File: config.mk
export PLATFORM = sky130hd
export DESIGN_NAME = sensor_status_agg
export DESIGN_NICKNAME = d
export VERILOG_FILES = /design/src/rtl/status_agg_pkg.sv /design/src/rtl/stat_mode_fsm.sv /design/src/rtl/stat_sticky_bank.sv /design/src/rtl/stat_live_cond.sv /design/src/rtl/sensor_status_agg.sv
export SDC_FILE = /design/constraint.sdc
export NUM_CORES = 1
export LEC_CHECK = 0
export ABC_AREA = 1
export BUFFER_PORTS_ARGS = -buffer_cell sky130_fd_sc_hd__buf_2
export CAP_MARGIN = 40
export CORE_MARGIN = 2
export CORE_UTILIZATION = 43
export CTS_CLUSTER_DIAMETER = 200
export DETAILED_ROUTE_END_ITERATION = 8
export GPL_TIMING_DRIVEN = 0
export PLACE_DENSITY = 0.84
export SLEW_MARGIN = 20
export SYNTH_ARGS = -nofsm -noshare
export SYNTH_HDL_FRONTEND = slang
export SYNTH_HIERARCHICAL = 1
export SYNTH_SLANG_ARGS = --single-unit
export TNS_END_PERCENT = 30
File: constraint.sdc
create_clock -name clk -period 1 [get_ports clk]
set_input_delay 0.05 -clock clk [delete_from_list [all_inputs] [get_ports clk]]
set_output_delay 0.05 -clock clk [all_outputs]
set_load 0.005 [all_outputs]
File: src/rtl/status_agg_pkg.sv
package status_agg_pkg;

    typedef enum logic [1:0] {
        MODE_RESET = 2'd0,
        MODE_BOOT  = 2'd1,
        MODE_RUN   = 2'd2,
        MODE_SLEEP = 2'd3
    } mode_e;

    localparam int unsigned STICKY_N  = 3;
    localparam int unsigned FAULT_N   = 8;

    localparam int unsigned STK_PDR   = 0;
    localparam int unsigned STK_PRE   = 1;
    localparam int unsigned STK_RBT   = 2;

    localparam logic [7:0] ADDR_STICKY = 8'h48;
    localparam logic [7:0] ADDR_FAULT  = 8'h49;
    localparam logic [7:0] ADDR_LIVE   = 8'h4A;
    localparam logic [7:0] ADDR_REV    = 8'h4C;

endpackage

File: src/rtl/stat_mode_fsm.sv
module stat_mode_fsm
    import status_agg_pkg::*;
(
    input  logic  clk,
    input  logic  rst_n,
    input  logic  hold_rst_i,
    input  logic  cfg_done_i,
    input  logic  sleep_i,
    output mode_e mode_o,
    output logic  force_err_o
);

    mode_e mode_q;
    mode_e mode_d;

    always_comb begin
        mode_d = mode_q;
        unique case (mode_q)
            MODE_RESET: if (!hold_rst_i) mode_d = MODE_BOOT;
            MODE_BOOT: begin
                if (hold_rst_i)      mode_d = MODE_RESET;
                else if (cfg_done_i) mode_d = MODE_RUN;
            end
            MODE_RUN: begin
                if (hold_rst_i)       mode_d = MODE_RESET;
                else if (!cfg_done_i) mode_d = MODE_BOOT;
                else if (sleep_i)     mode_d = MODE_SLEEP;
            end
            MODE_SLEEP: begin
                if (hold_rst_i)    mode_d = MODE_RESET;
                else if (!sleep_i) mode_d = MODE_RUN;
            end
            default: mode_d = MODE_RESET;
        endcase
    end

    always_ff @(posedge clk or negedge rst_n) begin
        if (!rst_n) mode_q <= MODE_RESET;
        else        mode_q <= mode_d;
    end

    always_comb begin
        mode_o      = mode_q;
        force_err_o = (mode_q != MODE_RUN);
    end


    boot_hold_chk: assert property (@(posedge clk) disable iff (!rst_n)
        (mode_q == MODE_BOOT && !cfg_done_i && !hold_rst_i) |=> (mode_q == MODE_BOOT));


    reset_entry_chk: assert property (@(posedge clk) disable iff (!rst_n)
        hold_rst_i |=> (mode_q == MODE_RESET));

endmodule

File: src/rtl/stat_sticky_bank.sv
module stat_sticky_bank #(
    parameter int unsigned       N       = 3,
    parameter logic [N-1:0]      RST_VAL = '0
) (
    input  logic         clk,
    input  logic         rst_n,
    input  logic [N-1:0] set_i,
    input  logic [N-1:0] clr_i,
    output logic [N-1:0] flags_o
);

    logic [N-1:0] flag_q;

    for (genvar g = 0; g < N; g++) begin : g_flag
        always_ff @(posedge clk or negedge rst_n) begin
            if (!rst_n)        flag_q[g] <= RST_VAL[g];
            else if (set_i[g]) flag_q[g] <= 1'b1;
            else if (clr_i[g]) flag_q[g] <= 1'b0;
        end


        set_wins_chk: assert property (@(posedge clk) disable iff (!rst_n)
            set_i[g] |=> flag_q[g]);


        sticky_hold_chk: assert property (@(posedge clk) disable iff (!rst_n)
            $fell(flag_q[g]) |-> $past(clr_i[g]));
    end

    assign flags_o = flag_q;

endmodule

File: src/rtl/stat_live_cond.sv
module stat_live_cond
    import status_agg_pkg::*;
(
    input  logic               clk,
    input  logic               rst_n,
    input  logic               ampl_low_i,
    input  logic               ampl_high_i,
    input  logic               stup_i,
    input  logic               cfg_i,
    input  logic               ctr_i,
    input  logic               pos_i,
    input  logic               bat_i,
    input  logic               nomag_latch_i,
    input  logic               ana_stup_i,
    input  logic               nomag_en_i,
    input  logic               bat_warn_i,
    input  logic               bat_mon_en_i,
    input  logic               route_i,
    output logic [FAULT_N-1:0] fault_o,
    output logic               ampl_low_o,
    output logic               ampl_high_o,
    output logic               mag_err_o,
    output logic               bat_wrn_o,
    output logic               route_o
);

    logic [FAULT_N-1:0] fault_d;
    logic [FAULT_N-1:0] fault_q;
    logic               low_q, high_q, mag_q, wrn_q, route_q;

    always_comb begin
        fault_d    = '0;
        fault_d[0] = stup_i;
        fault_d[1] = cfg_i;
        fault_d[2] = ctr_i;
        fault_d[3] = pos_i;
        fault_d[4] = bat_i;
        fault_d[5] = ampl_low_i | ampl_high_i;
        fault_d[6] = nomag_latch_i;
        fault_d[7] = ana_stup_i;
    end

    always_ff @(posedge clk or negedge rst_n) begin
        if (!rst_n) begin
            fault_q <= '0;
            low_q   <= 1'b0;
            high_q  <= 1'b0;
            mag_q   <= 1'b0;
            wrn_q   <= 1'b0;
            route_q <= 1'b0;
        end else begin
            fault_q <= fault_d;
            low_q   <= ampl_low_i;
            high_q  <= ampl_high_i;
            mag_q   <= nomag_en_i & (ampl_low_i | ampl_high_i | pos_i);
            wrn_q   <= bat_warn_i & bat_mon_en_i;
            route_q <= route_i;
        end
    end

    assign fault_o     = fault_q;
    assign ampl_low_o  = low_q;
    assign ampl_high_o = high_q;
    assign mag_err_o   = mag_q;
    assign bat_wrn_o   = wrn_q;
    assign route_o     = route_q;


    ampl_pair_chk: assert property (@(posedge clk) disable iff (!rst_n)
        (low_q | high_q) |-> fault_q[5]);


    mag_gate_chk: assert property (@(posedge clk) disable iff (!rst_n)
        mag_q |-> $past(nomag_en_i));

endmodule

File: src/rtl/sensor_status_agg.sv
module sensor_status_agg
    import status_agg_pkg::*;
#(
    parameter int unsigned ADDR_W    = 8,
    parameter int unsigned DATA_W    = 8,
    parameter bit          VARIANT_X = 1'b0
) (
    input  logic              clk,
    input  logic              rst_n,
    input  logic              ev_undervolt,
    input  logic              ev_preset,
    input  logic              ev_reboot,
    input  logic              ampl_low,
    input  logic              ampl_high,
    input  logic              stup_err,
    input  logic              cfg_err,
    input  logic              ctr_err,
    input  logic              pos_err,
    input  logic              bat_err,
    input  logic              nomag_latch,
    input  logic              ana_stup_err,
    input  logic              nomag_en,
    input  logic              bat_warn,
    input  logic              bat_mon_en,
    input  logic              cfg_done,
    input  logic              sleep_req,
    input  logic              hold_rst,
    input  logic              err_route,
    input  logic              wr_en,
    input  logic [ADDR_W-1:0] wr_addr,
    input  logic [DATA_W-1:0] wr_data,
    input  logic              clr_cmd,
    input  logic [ADDR_W-1:0] rd_addr,
    output logic [DATA_W-1:0] rd_data,
    output logic              err_n,
    output logic              err_oe,
    output logic              wrn_n,
    output logic              wrn_oe
);

    localparam logic [DATA_W-1:0] REV_CODE = VARIANT_X ? DATA_W'(8'h04) : DATA_W'(8'h03);
    localparam logic [STICKY_N-1:0] STK_RST = STICKY_N'(1) << STK_PDR;

    mode_e              mode;
    logic               force_err;
    logic [STICKY_N-1:0] stk_set, stk_clr, stk_flags;
    logic [FAULT_N-1:0] faults;
    logic               low_f, high_f, mag_f, wrn_f, route_f;
    logic               wr_sticky;
    logic               err_act;
    logic               unused_ok;

    stat_mode_fsm u_mode (
        .clk         (clk),
        .rst_n       (rst_n),
        .hold_rst_i  (hold_rst),
        .cfg_done_i  (cfg_done),
        .sleep_i     (sleep_req),
        .mode_o      (mode),
        .force_err_o (force_err)
    );

    always_comb begin
        stk_set          = '0;
        stk_set[STK_PDR] = ev_undervolt;
        stk_set[STK_PRE] = ev_preset;
        stk_set[STK_RBT] = ev_reboot;
        wr_sticky        = wr_en && (wr_addr == ADDR_W'(ADDR_STICKY));
        if (clr_cmd)        stk_clr = '1;
        else if (wr_sticky) stk_clr = ~wr_data[STICKY_N-1:0];
        else                stk_clr = '0;
    end

    stat_sticky_bank #(
        .N       (STICKY_N),
        .RST_VAL (STK_RST)
    ) u_sticky (
        .clk     (clk),
        .rst_n   (rst_n),
        .set_i   (stk_set),
        .clr_i   (stk_clr),
        .flags_o (stk_flags)
    );

    stat_live_cond u_live (
        .clk           (clk),
        .rst_n         (rst_n),
        .ampl_low_i    (ampl_low),
        .ampl_high_i   (ampl_high),
        .stup_i        (stup_err),
        .cfg_i         (cfg_err),
        .ctr_i         (ctr_err),
        .pos_i         (pos_err),
        .bat_i         (bat_err),
        .nomag_latch_i (nomag_latch),
        .ana_stup_i    (ana_stup_err),
        .nomag_en_i    (nomag_en),
        .bat_warn_i    (bat_warn),
        .bat_mon_en_i  (bat_mon_en),
        .route_i       (err_route),
        .fault_o       (faults),
        .ampl_low_o    (low_f),
        .ampl_high_o   (high_f),
        .mag_err_o     (mag_f),
        .bat_wrn_o     (wrn_f),
        .route_o       (route_f)
    );

    always_comb begin
        err_act = force_err | (|faults) | (route_f & (|stk_flags));
        err_n   = ~err_act;
        err_oe  = err_act;
        wrn_n   = ~wrn_f;
        wrn_oe  = wrn_f;
    end

    always_comb begin
        rd_data = '0;
        unique case (rd_addr)
            ADDR_W'(ADDR_STICKY): rd_data = DATA_W'(stk_flags);
            ADDR_W'(ADDR_FAULT):  rd_data = DATA_W'(faults);
            ADDR_W'(ADDR_LIVE):   rd_data = DATA_W'({mode, wrn_f, mag_f, high_f, low_f});
            ADDR_W'(ADDR_REV):    rd_data = REV_CODE;
            default:              rd_data = '0;
        endcase
    end

    assign unused_ok = ^wr_data;


    forced_err_chk: assert property (@(posedge clk) disable iff (!rst_n)
        (mode != MODE_RUN) |-> (err_oe && !err_n));


    warn_gate_chk: assert property (@(posedge clk) disable iff (!rst_n)
        wrn_oe |-> $past(bat_mon_en));


    route_off_chk: assert property (@(posedge clk) disable iff (!rst_n)
        (mode == MODE_RUN && faults == '0 && !route_f) |-> err_n);

endmodule

==> summary.txt, run 1 <==
Place
  • GP Congestion: 0.7625
  • Dpl cells: 229
  • Number of buffers added on ports: 53
  • DP Wirelength: between 1500 and 2000 um

Pwr
  • Pwr dens: 1150 nW/um^2
  • Static Leak: around 0.9 nW
  • Max VDD drop: roughly 760 uV

Worst setup path
  • Worst path buffer plus inverter count: 2
  • Critical Path AT: 1250 ps
  • CP top delay family: flip-flops
  • Critical path class: reg2out
  • Worst path cell trace: or2_4 > nor2_2 > nand3_1 > inv_1 > buf_2
  • CP peak stage delay: 410 ps
  • Slowest CP cell: dfrtp_1
  • Critical path startpoint category: flip-flop
  • CP Max Fanout: 2
  • Setup crit end kind: output pin
  • WP data required: 950 ps
  • R2R Setup Slk: -60 ps

Die
  • Die area: 2833 um^2
  • Die height: ~53 um
  • Top Ports: 59
  • Die Width: between 50 and 60 um
  • Core area: 2255 um^2
  • Row cnt: 17
  • Initial core utilization: 0.4623

Global routing
  • Grt ovf: 0
  • Global Route met1 Usage: 0.2218
  • Initial antenna violation count: 0
  • Met2 Usage GRT: 0.3313
  • Largest net degree at the start of global routing: 19
  • Grt met3 use: 0.01695
  • Vias in the first global route: 994
  • First-pass GRT wire length: 3788 um
  • GRT Total Usage: 0.1861
  • Gr busiest metal: met2

Finish
  • Diode count: 0
  • Final core occ: 0.7170
  • Final cell count without fillers: 254
  • Layout cells sized above 1: 0.3761
  • Area growth from synthesis to layout: 55.10%
  • Nets@finish: 274

Routing
  • Initial DRC count: 10
  • Vias per cell: 4.484
  • Final WL: 2343 um
  • Via count: 1,139
  • DR pass1 iterations: 4
  • Wirelength per Cell: 9.224 um
  • Final antenna-violating net count: 0
  • Residual DRC: 0

Synthesis
  • Seq/Total Area, Yosys: 0.4334
  • Largest cells by area after synthesis: dfrtp_1 (41%), nand2_1 (13%), inv_1 (13%), nand3_1 (8.6%), nor2_1 (5.0%)
  • Mapped Area: around 1000 um^2
  • Post-Syn Nets: 195
  • Synth Register Bits: 18
  • Post-synthesis cell type count: 19
  • Synth async-reset ratio: 1.000
  • Synth cell count leaders: nand2_1 (37), inv_1 (35), nand3_1 (18)
  • Area share of the largest cell type after synthesis: 0.4082
  • Most frequent cell after synthesis: nand2_1
  • Dominant cell type by area after synthesis: dfrtp_1
  • Number of enable flip-flop cells after synthesis: 0
  • Syn_area_per_cell: just over 7 um^2
  • Synth Flop Type: dfrtp_1
  • Synth Instances: approximately 150
  • Warnings from Yosys: 6

Run
  • Maxcap violations: 0

STA
  • Crit share post-route: 1.299
  • Clock Skew: 0.08565 ps
  • Unrepaired setup endpoints after global routing: true
  • Max Slew Vio Count: 0
  • Relative slew slack: 0.7481
  • Final min period: 1299 ps
  • Final hold slack: 68.57 ps
  • Final Hold Vio Count: 0
  • Setup-failing EPs final: 10
  • Transition time at the pin with the least slew margin: 377.9 ps
  • FMAX: 770.1 MHz
  • Final WS setup: -298.5 ps

CTS
  • CTS Buf Count: 3
  • CTS HTree Levels: 1
  • CTS max path bufs: 2
  • Clock-pin transition on the worst setup and hold timing paths: 80 ps
  • CTS tree: built
  • TritonCTS Sinks: 18
  • Worst-Skew Late Latency: 280 ps
  • CTS root buf: clkbuf_4

Run status
  • Status: finished with violations
  • Failing checks: setup timing

Min path
  • Hold Path Class: in2reg
## sequential cells by signal (all words and copies together), names as in the netlist
name                flops
u_live/bat_wrn_o        1
u_live/fault_o          8
u_live/mag_err_o        1
u_mode/mode_o           2
u_live/ampl_low_o       1
u_live/ampl_high_o      1
u_sticky/flags_o        3
u_live/route_o          1
## cell usage in the layout (no fill, tap or decap), types with 12 or more instances in the layout
cell type / synthesis / routed
inv_1: 35 / 35
nor2_1: 14 / 12
dlygate4sd3_1: 0 / 17
nand2_1: 37 / 36
buf_2: 0 / 53
dfrtp_1: 17 / 16
nand3_1: 18 / 15
## path summary, 6_finish.rpt
| kind | startpoint | to | depth (start not counted) |
|---|---|---|---|
| worst max-delay path | u_live/fault_o[0] | err_n | 5 |
| max in group asynchronous | rst_n | u_sticky/flags_o[0] | 2 |
| min in group asynchronous | rst_n | u_live/fault_o[5] | 2 |
| worst max register to register | u_mode/mode_o[0] | u_mode/mode_o[0] | 7 |
| worst min-delay path | clr_cmd | u_sticky/flags_o[0] | 6 |
| worst min register to register | u_sticky/flags_o[0] | u_sticky/flags_o[0] | 2 |
## worst min-delay path, stage by stage
cell and delay [ps]:
buf_2 70, inv_1 50, nand2_1 60, inv_1 30, nand2_1 40, nand2_1 40
## stage by stage
step | setup WS [ps] | power [mW] | cell area, um^2 | setup TNS (ps)
after floorplan | 33.61 | 1.173 | 1042 | 0
after global placement | -71.79 | 1.329 | 1343 | -190.2
after detailed placement | -100.5 | 1.346 | 1343 | -261.9
after CTS | -324.0 | 1.854 | 1584 | -1264
after global routing | -406.1 | 1.999 | 1617 | -1995
final | -298.5 | 1.859 | 1617 | -1161
## logic make-up after synthesis
group	after synthesis	synth area share
simple gates	86	0.3878
buf+inv	38	0.1441
flops	18	0.4334
compound gates	6	0.03481
## repair_timing
item / CTS / global route
pin swaps: 5 / 6
hold buffers: 17 / 0
gates resized for setup: 6 / 7
setup endpoints to repair: 10 / 12
hold endpoints to repair: 34 / 0
buffers inserted: 3 / 2
## layout make-up
cell class / count / area, um^2
plain buffers: 1 / 11.26
flip-flops and latches: 18 / 452.9
well taps: 28 / 35.03
multi-input cells: 92 / 479.2
clock buffers: 4 / 26.28
fillers: 181 / 638.1
inverters: 37 / 138.9
repair buffers: 74 / 473.0
## metal layers
layer,vias up,wire length [um]
met1,497,960
met5,-,0
li1,599,-
met2,38,1217
met3,5,126
met4,0,38
## where the power goes
| group | total, mW | internal, mW | leakage (nW) | switching (mW) |
|---|---|---|---|---|
| combinational | 0.639 | 0.312 | 0.699 | 0.326 |
| clock | 0.342 | 0.155 | 0.0150 | 0.187 |
| sequential | 0.879 | 0.808 | 0.207 | 0.0707 |
(Power assumes the default switching activity.)
==> run 2, diff against run 1 <==
ABC_AREA = 0   (was 1)
CORE_UTILIZATION = 39   (was 43)
PLACE_DENSITY = 0.83   (was 0.84)
==> run 2 against run 1 <==
Net effect: the run still ends with setup timing left; via count shrank 21%; critical path depth shrank 1; non-clock buffer count shrank 1; critical endpoint is now rd_data[0]; largest cell class unchanged.
==> summary.txt, run 2 <==
Run status
  • Status: finished with violations
  • Failing checks: setup timing

Pwr
  • Max VDD drop: 937.5 uV (+24%)
  • Sw Ratio: 0.2384 (-0.07578)
  • Pwr dens: 1041 nW/um^2 (-9.5%)
  • Overall power: 1.439 mW (-23%)
  • Clock power frac: 0.247 (+0.063)
  • Sw Pwr: 343.0 uW (-41%)
  • Logic pwr share: 0.194 (-0.150)
  • Internal power: 1.096 mW (-14%)
  • Static Leak: 0.6789 nW (-26%)
  • Register share of total power: 0.560 (+0.087)

Worst setup path
  • Worst path buffer plus inverter count: 1 (-1)
  • Critical path startpoint category: flip-flop
  • CP peak stage delay: 540 ps (+130 ps)
  • CP startpoint: u_sticky/flags_o[0]
  • Worst path cell trace: nor3_1 > a211o_1 > o22ai_2 > buf_2
  • CP Max Fanout: 2 (unchanged)
  • Worst R2R Start: u_mode/mode_o[0]
  • WP data required: 950 ps (about the same)
  • CP top delay family: flip-flops
  • Slowest CP cell: dfstp_2
  • Critical Path AT: 1380 ps (+130 ps)
  • Worst R2R Path Depth: 3 (-4)
  • Critical path class: reg2out
  • Setup crit end kind: output pin
  • Critical path depth in cells: 4 (-1)

Synthesis
  • Post-synthesis cell type count: 32 (+13)
  • Post-Syn Nets: 126 (-35%)
  • Mapped Area: 822.0 um^2 (-21%)
  • Most frequent cell after synthesis: dfrtp_1
  • Synth cell count leaders: dfrtp_1 (17), nor2_1 (8), inv_1 (6)
  • Synth async-reset ratio: 1.000 (unchanged)
  • Dominant cell type by area after synthesis: dfrtp_1
  • Number of enable flip-flop cells after synthesis: 0 (unchanged)
  • Synth Flop Type: dfrtp_1
  • Synth Instances: 79 (-47%)
  • Warnings from Yosys: 6 (unchanged)
  • Syn_area_per_cell: 10.41 um^2 (+48%)
  • Area share of the largest cell type after synthesis: 0.5175 (+0.1093)
  • Largest cells by area after synthesis: dfrtp_1 (52%), nor2_1 (3.7%), dfstp_2 (3.2%), a21o_1 (2.7%), a22oi_1 (2.7%)
  • Seq/Total Area, Yosys: 0.5495 (+0.1161)
  • Synth Register Bits: 18 (unchanged)

Finish
  • Fin area: 1383 um^2 (-14%)
  • Register area: 454.2 um^2 (+0.28%)
  • Layout cells sized above 1: 0.4487 (+0.07261)
  • Diode count: 0 (unchanged)
  • Most frequent cells in the layout: buf_2 (54), dlygate4sd3_1 (18), dfrtp_1 (15)
  • Nets@finish: 204 (-26%)
  • FILL cells: 139 (-23%)
  • Area growth from synthesis to layout: 68.19%
  • Final cell count without fillers: 183 (-28%)
  • Max reg flops: 8 (unchanged)
  • Most common cell after layout, fill and taps aside: buf_2
  • Multi-input gate area: 380.4 um^2 (-21%)

CTS
  • CTS max path bufs: 2 (unchanged)
  • CTS tree: built
  • CTS Buf Count: 3 (unchanged)
  • CTS root buf: clkbuf_4
  • CTS HTree Levels: 1 (unchanged)
  • Worst-Skew Late Latency: 290 ps (about the same)
  • TritonCTS Sinks: 18 (unchanged)
  • Clock-pin transition on the worst setup and hold timing paths: 100 ps (+20 ps)

STA
  • Clock Skew: 0.03395 ps (-0.05171 ps)
  • Transition time at the pin with the least slew margin: 406.0 ps (+28.04 ps)
  • Final min period: 1432 ps (+133.7 ps)
  • FMAX: 698.2 MHz (-9.3%)
  • Crit share post-route: 1.432 (+0.1337)
  • Max Slew Vio Count: 0 (unchanged)
  • Unrepaired setup endpoints after global routing: true
  • Setup-failing EPs final: 9 (-1)
  • Relative slew slack: 0.7288 (-0.01925)
  • Final Hold Vio Count: 0 (unchanged)
  • Final WS setup: -432.2 ps (-133.7 ps)
  • Final hold slack: 24.62 ps (-43.95 ps)

Min path
  • Min-Delay Startpoint: cfg_done
  • Hold Path Class: in2reg
  • Hold path cells: 3 (-3)

Die
  • Row cnt: 16 (-1)
  • Core area: 1982 um^2 (-12%)
  • Die height: 49.91 um (-6.2%)
  • Initial core utilization: 0.4148 (-0.04749)
  • Die Width: 49.91 um (-6.2%)
  • Top Ports: 59 (unchanged)
  • Die area: 2491 um^2 (-12%)

Global routing
  • Largest net degree at the start of global routing: 19 (unchanged)
  • GRT Total Usage: 0.2090 (+0.02296)
  • Grt ovf: 0 (unchanged)
  • Vias in the first global route: 906 (-8.9%)
  • First-pass GRT wire length: 3981 um (+5.1%)
  • Initial antenna violation count: 0 (unchanged)

Run
  • Maxcap violations: 0 (unchanged)

Routing
  • Vias per cell: 4.918 (+9.7%)
  • Initial DRC count: 12 (+2)
  • Wirelength per Cell: 13.04 um (+41%)
  • Via count: 900 (-21%)
  • Final WL: 2386 um (+1.8%)
  • Final antenna-violating net count: 0 (unchanged)
  • Residual DRC: 0 (unchanged)
  • DR pass1 iterations: 4 (unchanged)

Place
  • Post-DP Area: 1127 um^2 (-16%)
  • Place WS: -157.1 ps (-56.61 ps)
  • GP Congestion: 0.6785 (-11%)
  • DP Wirelength: 1581 um (-9.4%)
  • Dpl cells: 159 (-31%)
  • Number of buffers added on ports: 53 (unchanged)
==> run 2: final timing paths <==
check / end / slack (ps)
max reg2reg: u_mode/mode_o[0] / -120
min in group asynchronous: u_live/bat_wrn_o / 210
min reg2reg: u_sticky/flags_o[1] / 550
min: u_mode/mode_o[1] / 20
max in group asynchronous: u_sticky/flags_o[0] / 450
max: rd_data[0] / -430
==> run 2: cells by family after synthesis <==
logic type             after synthesis  synth area share
buffers and inverters                7           0.03348
AOI/OAI and AO/OA                   19            0.1690
DFF                                 18            0.5495
muxes                                1           0.01218
and+or+nand+nor                     34            0.2359
==> run 2: what timing repair did <==
item,CTS,global route
hold endpoints to repair,36,0
endpoints found under the setup margin,9,11
pin swaps,9,2
gates resized for setup,1,7
buffers inserted,1,1
hold buffers,18,0
==> run 2: metrics by stage <==
stage	util	TNS, ps
2_1_floorplan	-	0
3_3_place_gp	0.5688	-483.4
3_5_place_dp	0.5688	-578.4
4_1_cts	0.6793	-2049
5_1_grt	0.6976	-2784
6_report	0.6976	-2073
==> run 2: power by group through the flow <==
stage / Sequential, mW / Combinational [mW] / Clock, mW
2_1_floorplan: 0.806 / 0.0760 / 0
4_1_cts: 0.802 / 0.256 / 0.370
5_1_grt: 0.811 / 0.308 / 0.403
3_5_place_dp: 0.816 / 0.195 / 0
3_3_place_gp: 0.814 / 0.187 / 0
6_report: 0.805 / 0.278 / 0.355
==> run 2: routing by layer <==
layer | share of wire | vias to the layer above | global-route usage | wire, um
li1 | - | 439 | - | -
met1 | 0.39 | 425 | 0.2383 | 938
met2 | 0.55 | 30 | 0.3933 | 1313
met3 | 0.041 | 6 | 0.03333 | 99
met4 | 0.014 | 0 | 0.06481 | 34
met5 | 0 | - | 0 | 0
==> run 2: cell type report <==
class | instances | area share
timing repair buffer | 73 | 0.3330
inverter | 6 | 0.01629
sequential | 18 | 0.3285
tap | 27 | 0.02443
clock buffer | 4 | 0.01900
buffer | 1 | 0.003620
multi-input combinational | 54 | 0.2751
==> run 2: worst min-delay path: stages <==
cell and delay [ps]:
buf_2 100, o21ai_0 70, a21oi_1 70
